===== src/rtl/sar_reg_pkg.sv =====
package sar_reg_pkg;

  // Default geometry of the datapath word and the approximation register
  localparam int DEF_WORD_W = 25;
  localparam int DEF_REG_W  = 9;

  // Which source loads the register on a given edge
  typedef enum logic [1:0] {
    SRC_HOLD  = 2'd0,
    SRC_STEP  = 2'd1,
    SRC_START = 2'd2,
    SRC_WRITE = 2'd3
  } load_src_e;

endpackage


===== src/rtl/sar_step_unit.sv =====
// One approximation step: resolve the trial bit, seed the next lower trial bit
module sar_step_unit #(
  parameter int REG_W = 9,
  parameter int IDX_W = 4
) (
  input  logic [REG_W-1:0] cur_bits,
  input  logic [IDX_W-1:0] bit_idx,
  input  logic             cmp_hi,
  output logic [REG_W-1:0] next_bits,
  output logic             idx_ok
);

  localparam logic [IDX_W-1:0] LAST_IDX = IDX_W'(REG_W);

  assign idx_ok = (bit_idx < LAST_IDX);

  genvar gi;
  generate
    for (gi = 0; gi < REG_W; gi++) begin : g_bit
      localparam logic [IDX_W-1:0] SELF_IDX  = IDX_W'(gi);
      localparam logic [IDX_W-1:0] ABOVE_IDX = IDX_W'(gi + 1);
      logic is_trial;
      logic is_next;
      assign is_trial = idx_ok && (bit_idx == SELF_IDX);
      assign is_next  = idx_ok && (bit_idx == ABOVE_IDX);
      always_comb begin
        if (is_trial)      next_bits[gi] = cur_bits[gi] & cmp_hi;
        else if (is_next)  next_bits[gi] = 1'b1;
        else               next_bits[gi] = cur_bits[gi];
      end
    end
  endgenerate

endmodule


===== src/rtl/sar_bit_tap.sv =====
// Presents one register bit as a condition flag; out-of-range select yields 0
module sar_bit_tap #(
  parameter int REG_W = 9,
  parameter int IDX_W = 4
) (
  input  logic [REG_W-1:0] reg_bits,
  input  logic [IDX_W-1:0] sel,
  output logic             flag
);

  logic [REG_W-1:0] hit;

  genvar gi;
  generate
    for (gi = 0; gi < REG_W; gi++) begin : g_tap
      assign hit[gi] = reg_bits[gi] && (sel == IDX_W'(gi));
    end
  endgenerate

  assign flag = |hit;

endmodule


===== src/rtl/sar_word_pack.sv =====
// Places the register at the top of the datapath word, fills the rest with ones
module sar_word_pack #(
  parameter int WORD_W = 25,
  parameter int REG_W  = 9
) (
  input  logic [REG_W-1:0]  reg_bits,
  output logic [WORD_W-1:0] word
);

  localparam int PAD_W = WORD_W - REG_W;

  assign word = {reg_bits, {PAD_W{1'b1}}};

endmodule


===== src/rtl/sar_data_reg.sv =====
module sar_data_reg
  import sar_reg_pkg::*;
#(
  parameter int WORD_W = DEF_WORD_W,
  parameter int REG_W  = DEF_REG_W,
  localparam int IDX_W = $clog2(REG_W + 1)
) (
  input  logic              clk,
  input  logic              rst_n,
  input  logic              wr_en,
  input  logic [WORD_W-1:0] wr_data,
  input  logic              sar_start,
  input  logic              sar_step,
  input  logic [IDX_W-1:0]  sar_bit_idx,
  input  logic              cmp_hi,
  input  logic [IDX_W-1:0]  test_sel,
  output logic [WORD_W-1:0] rd_data,
  output logic [REG_W-1:0]  dac_code,
  output logic              test_bit
);

  localparam int PAD_W = WORD_W - REG_W;
  localparam logic [REG_W-1:0] FIRST_TRIAL = {1'b1, {(REG_W-1){1'b0}}};

  logic [REG_W-1:0] sar_q;
  logic [REG_W-1:0] sar_d;
  logic [REG_W-1:0] stepped;
  logic             step_idx_ok;
  load_src_e        src;

  logic unused_low_bits;
  assign unused_low_bits = ^wr_data[PAD_W-1:0];

  sar_step_unit #(.REG_W(REG_W), .IDX_W(IDX_W)) u_step (
    .cur_bits (sar_q),
    .bit_idx  (sar_bit_idx),
    .cmp_hi   (cmp_hi),
    .next_bits(stepped),
    .idx_ok   (step_idx_ok)
  );

  // Priority: datapath write, then start, then step
  always_comb begin
    if (wr_en)                          src = SRC_WRITE;
    else if (sar_start)                 src = SRC_START;
    else if (sar_step && step_idx_ok)   src = SRC_STEP;
    else                                src = SRC_HOLD;
  end

  always_comb begin
    case (src)
      SRC_WRITE: sar_d = wr_data[WORD_W-1:PAD_W];
      SRC_START: sar_d = FIRST_TRIAL;
      SRC_STEP:  sar_d = stepped;
      default:   sar_d = sar_q;
    endcase
  end

  always_ff @(posedge clk) begin
    if (!rst_n) sar_q <= '0;
    else        sar_q <= sar_d;
  end

  assign dac_code = sar_q;

  sar_word_pack #(.WORD_W(WORD_W), .REG_W(REG_W)) u_pack (
    .reg_bits(sar_q),
    .word    (rd_data)
  );

  sar_bit_tap #(.REG_W(REG_W), .IDX_W(IDX_W)) u_tap (
    .reg_bits(sar_q),
    .sel     (test_sel),
    .flag    (test_bit)
  );

endmodule


===== config.mk =====
export PLATFORM = sky130hd
export DESIGN_NAME = sar_data_reg
export DESIGN_NICKNAME = d
export VERILOG_FILES = /design/src/rtl/sar_reg_pkg.sv /design/src/rtl/sar_step_unit.sv /design/src/rtl/sar_bit_tap.sv /design/src/rtl/sar_word_pack.sv /design/src/rtl/sar_data_reg.sv
export SDC_FILE = /design/constraint.sdc
export NUM_CORES = 1
export LEC_CHECK = 0
export ABC_AREA = 1
export BUFFER_PORTS_ARGS = -buffer_cell sky130_fd_sc_hd__buf_2
export CORE_ASPECT_RATIO = 1.4
export CORE_MARGIN = 4
export CORE_UTILIZATION = 42
export CTS_BUF_LIST = sky130_fd_sc_hd__clkbuf_4
export DETAILED_ROUTE_END_ITERATION = 7
export GPL_ROUTABILITY_DRIVEN = 0
export GPL_TIMING_DRIVEN = 0
export PLACE_DENSITY = 0.82
export SYNTH_ARGS = -nofsm -noshare
export SYNTH_HDL_FRONTEND = slang
export SYNTH_SLANG_ARGS = --single-unit

===== constraint.sdc =====
create_clock -name clk -period 1.35 [get_ports clk]
set_input_delay 0.135 -clock clk [delete_from_list [all_inputs] [get_ports clk]]
set_output_delay 0.135 -clock clk [all_outputs]
set_load 0.02 [all_outputs]

* After elaboration in Yosys (flattened, before gate mapping)
Cells that the tools add are included.
** Word-level totals
- Output and inout port bits :: 35
- Input bits :: 39
- Register bits :: 9
- Word-level logic and storage cells :: 103
** Cells by class
- Bitwise logic cells :: 9
- Equality and inequality tests :: 29
- $lt $le $gt $ge :: 1
- Reductions and logical operators :: 33
- Mux-type cells :: 22
** Operators by type and width (count)
- $eq A4 B3 Y1 const B :: 8
- $ne A3 B1 Y1 const B :: 9
- $pmux W9 S3 :: 1
- $logic_and A1 B1 Y1 :: 20
- $mux W1 :: 19
- $reduce_and A2 Y1 :: 9
- $eq A4 B2 Y1 const B :: 4
- $eq A4 B4 Y1 const B :: 3
- $and A1 B1 Y1 :: 9
- $reduce_or A9 Y1 :: 1
- $eq A4 B1 Y1 const B :: 2
- $logic_not A4 Y1 :: 2
- $eq A2 B2 Y1 const B :: 2
- $lt A4 B4 Y1 const B :: 1
- $mux W2 :: 2
- $reduce_bool A3 Y1 :: 1
- $eq A2 B1 Y1 const B :: 1

* Longest topological paths before layout
- Word-level depth :: 8
- Mapped depth :: 10
- Gate-level depth less buffers :: 10

* By module
A second synthesis with hierarchy kept.
** Unflattened totals
- Cells, all modules :: 177
- Area total of the unflattened synthesis :: 1112.3 µm²
** By module, submodules not included
- sar_data_reg :: cells each 66, sequential area each 180.2 µm², times used 1, area each 558.0 µm²
- sar_step_unit :: cells each 63, sequential area each 0.0 µm², times used 1, area each 266.5 µm²
- sar_word_pack :: cells each 26, sequential area each 0.0 µm², times used 1, area each 191.4 µm²
- sar_bit_tap :: cells each 22, sequential area each 0.0 µm², times used 1, area each 96.3 µm²

* Least setup slack after synthesis
OpenSTA, ideal clock, no wires.
- Path kind :: register -> output
- From :: reg sar_q[7], in the netlist dac_code[7]
- To :: out test_bit
- Slack :: 253 ps
- Data arrival time :: 962 ps
- Buffers on the path :: 0
- Cell stages (with the launch flop) :: 5
- Path through :: dfxtp_1 -> inv_1 -> o2111ai_1 -> nand2_1 -> nand3_1
** On the way
- Cells in the longest elaborated chain, start to end :: 2
** RTL lines
- start: declaration :: RTL line sar_data_reg.sv:25 : logic [REG_W-1:0] sar_q;
- start signal: assignment :: RTL line sar_data_reg.sv:61 : else sar_q <= sar_d;
- $logic_and A1 B1 Y1 :: RTL line sar_bit_tap.sv:16 : assign hit[gi] = reg_bits[gi] && (sel == IDX_W'(gi));
- $reduce_or A9 Y1 :: RTL line sar_bit_tap.sv:20 : assign flag = |hit;
- end: declaration :: RTL line sar_data_reg.sv:19 : output logic test_bit
No other way between the ends.

* Worst setup path in the final report
- From :: reg sar_q[0], in the netlist dac_code[0]
- To :: out test_bit
The elaborated chain is that of the path after synthesis.

==> results.py <==
metrics = {
    "run_status": {
        "status": "complete, but fails checks",
        "violations": "negative setup slack",
    },
    "place": {
        "port_buffers": 39,
        "hpwl_mm": 2.26,
    },
    "floorplanning": {
        "core_area_um2": 2390,
        "rows": 21,
        "die_y_um": 67.2,
        "io_pins": 74,
        "die_w_um": 50.3,
        "initial_core_util_pct": 43.9,
        "dieArea_um2": 3370,
    },
    "timing": {
        "clock_skew_ps": 0,
        "layout_setup_ws_ps": -0.199,
        "clock.fmax_mhz": 741,
        "fin_crit_ps": 1350,
        "final.period_utilization_pct": 100,
        "drv_slew": 0,
        "hold_viol": 0,
        "finalSetupViolCount": 1,
        "whs_ps": 125,
        "rsz0062_at_grt": "yes",
    },
    "worst_setup_path": {
        "arrival_ps": 1220,
        "worstSetupEndpointType": "output pin",
        "startpoint_type": "flip-flop",
        "cp.required_ps": 1220,
        "critical_path_class": "flip-flop to output pin",
        "cp_max_fo": 3,
    },
    "grt": {
        "groute.usage.overall_pct": 16.6,
        "grt_pass1_vias": 1097,
        "grt_max_degree": 11,
        "gr-total-overflow": 0,
        "antenna_found_initial": 0,
        "grt_pass1_wl_mm": 4.46,
    },
    "power_and_ir_drop": {
        "p_per_area_nw_per_um2": 714,
        "leakage_nw": 0.805,
        "vdd_ir_drop_max_uv": 251,
        "total_power_mw": 1.00,
    },
    "clock_network": {
        "clock-sinks": 9,
        "clock_path_buffers": 2,
        "cts-root-buf": "clkbuf_4",
        "cts_buffers": 3,
        "htreeDepth": 1,
        "clock_latency_ps": 270,
        "clkTransAtPathRegs_ps": 70,
        "hold_buffers": 0,
        "cts_tree": "done",
    },
    "synth": {
        "yosysSeqAreaShare_pct": 17.2,
        "synth-simple-area-share_pct": 46.2,
        "synth_top_family_by_area": "simple AND/OR/NAND/NOR gates",
        "yosys_warnings": 0,
        "synth-compound-area-share_pct": 9.65,
        "ys_seq_elements": 9,
        "synth_mux_area_share_pct": 0,
        "avgSynthCellArea_um2": 5.71,
        "synth_fa_ha_area_share_pct": 0,
        "synth_cells": 184,
        "post_synth_num_cell_types": 23,
        "syn_area_um2": 1050,
        "synth_xor_area_share_pct": 0,
    },
    "route": {
        "drt-total-wl_mm": 2.79,
        "ant_nets": 0,
        "drt-pass1-iter-count": 4,
        "drtIter0Drc": 36,
        "wl_per_cell_um": 10.1,
        "post-route-drc-count": 0,
        "via_per_inst": 4.51,
        "vias": 1248,
    },
    "layout": {
        "final_common_cell": "nand2_1",
        "syn_to_final_growth_pct": 33.4,
        "drive_gt1_share_pct": 36.6,
        "mostFrequentLayoutCells": "nand2_1, buf_2, buf_4, nor2_1, nand3_1",
        "largest_reg_flops": 9,
        "layout.nets": 283,
        "antenna_cells": 0,
    },
    "min_path": {
        "hp-class": "input port to flip-flop",
    },
    "run": {
        "max_cap_viol_count": 0,
    },
}
[synthesized netlist by cell type]
cell | n | area share, %
a21oi_1 | 5 | 2.4
and3_1 | 1 | 0.60
buf_2 | 1 | 0.48
buf_4 | 25 | 18
clkbuf_1 | 1 | 0.36
conb_1 | 1 | 0.36
dfxtp_1 | 9 | 17
inv_1 | 18 | 6.4
inv_2 | 4 | 1.4
nand2_1 | 50 | 18
nand2_2 | 3 | 1.8
nand2_4 | 2 | 2.1
nand3_1 | 18 | 8.6
nand3b_1 | 1 | 0.72
nand4_1 | 3 | 1.8
nor2_1 | 22 | 7.9
nor2_4 | 1 | 1.1
nor2_8 | 1 | 1.9
nor3_1 | 4 | 1.9
o2111ai_1 | 1 | 0.83
o21ai_0 | 7 | 3.3
o21ai_1 | 5 | 2.4
o31ai_1 | 1 | 0.72
[logic make-up (layout without fill, tap and decap cells)]
kind of cell / count (synthesis) / after routing
AOI/OAI and AO/OA: 19 / 19
buffers and inverters: 49 / 93
and+or+nand+nor: 106 / 106
other: 1 / 16
DFF: 9 / 9
[per-stage QoR]
step	utilization (%)	cells	cell area, um^2	TNS, ps	worst slack (ps)
3_3_place_gp	56.2	272	1340	0	104
4_1_cts	57.6	276	1380	0	3.80
2_1_floorplan	-	199	1110	0	253
6_report	58.6	277	1400	-0.199	-0.199
5_1_grt	58.6	277	1400	-89.6	-89.6
3_5_place_dp	56.2	272	1340	0	76.2
[final cells by class]
type / instances / area (um^2)
sequential: 9 / 190
fill: 251 / 991
tap: 34 / 42.5
clock buffer: 4 / 30.0
inverter: 22 / 82.6
multi-input combinational: 141 / 649
buffer: 27 / 196
timing repair buffer: 40 / 209
[final timing paths]
kind,startpoint,end,slack (ps),cells after the start
max,dac_code[0],test_bit,-0.2,5
min,wr_data[16],dac_code[0],120,3
max reg2reg,dac_code[0],dac_code[0],390,7
min reg2reg,dac_code[5],dac_code[5],540,2
[critical path, stage by stage (launching register included)]
cell     delay, ps
dfxtp_4        360
nand2_2         50
o21ai_1         50
o31ai_1        230
nand3_1        120
buf_6          140
[metal layers]
layer  wire (um)  share of wire (%)  GRT usage (%)  vias to the layer above
met3         177                6.3           1.55                        6
met5           0                  0              0                        -
li1            -                  -              -                      659
met4          40                1.4           5.88                        0
met2        1460                 52           31.7                       47
met1        1110                 40           18.8                      536
[report_power, final]
group / switching [mW] / internal [mW]
clock: 0.105 / 0.134
sequential: 0.0288 / 0.292
combinational: 0.266 / 0.175
[what timing repair did]
| action | CTS | global route |
|---|---|---|
| resized for setup | 3 | 9 |
| pin swaps | 0 | 4 |
| endpoints found under the setup margin | 1 | 1 |
| buffers inserted | 0 | 1 |
Power figures use the tool's default switching activity.
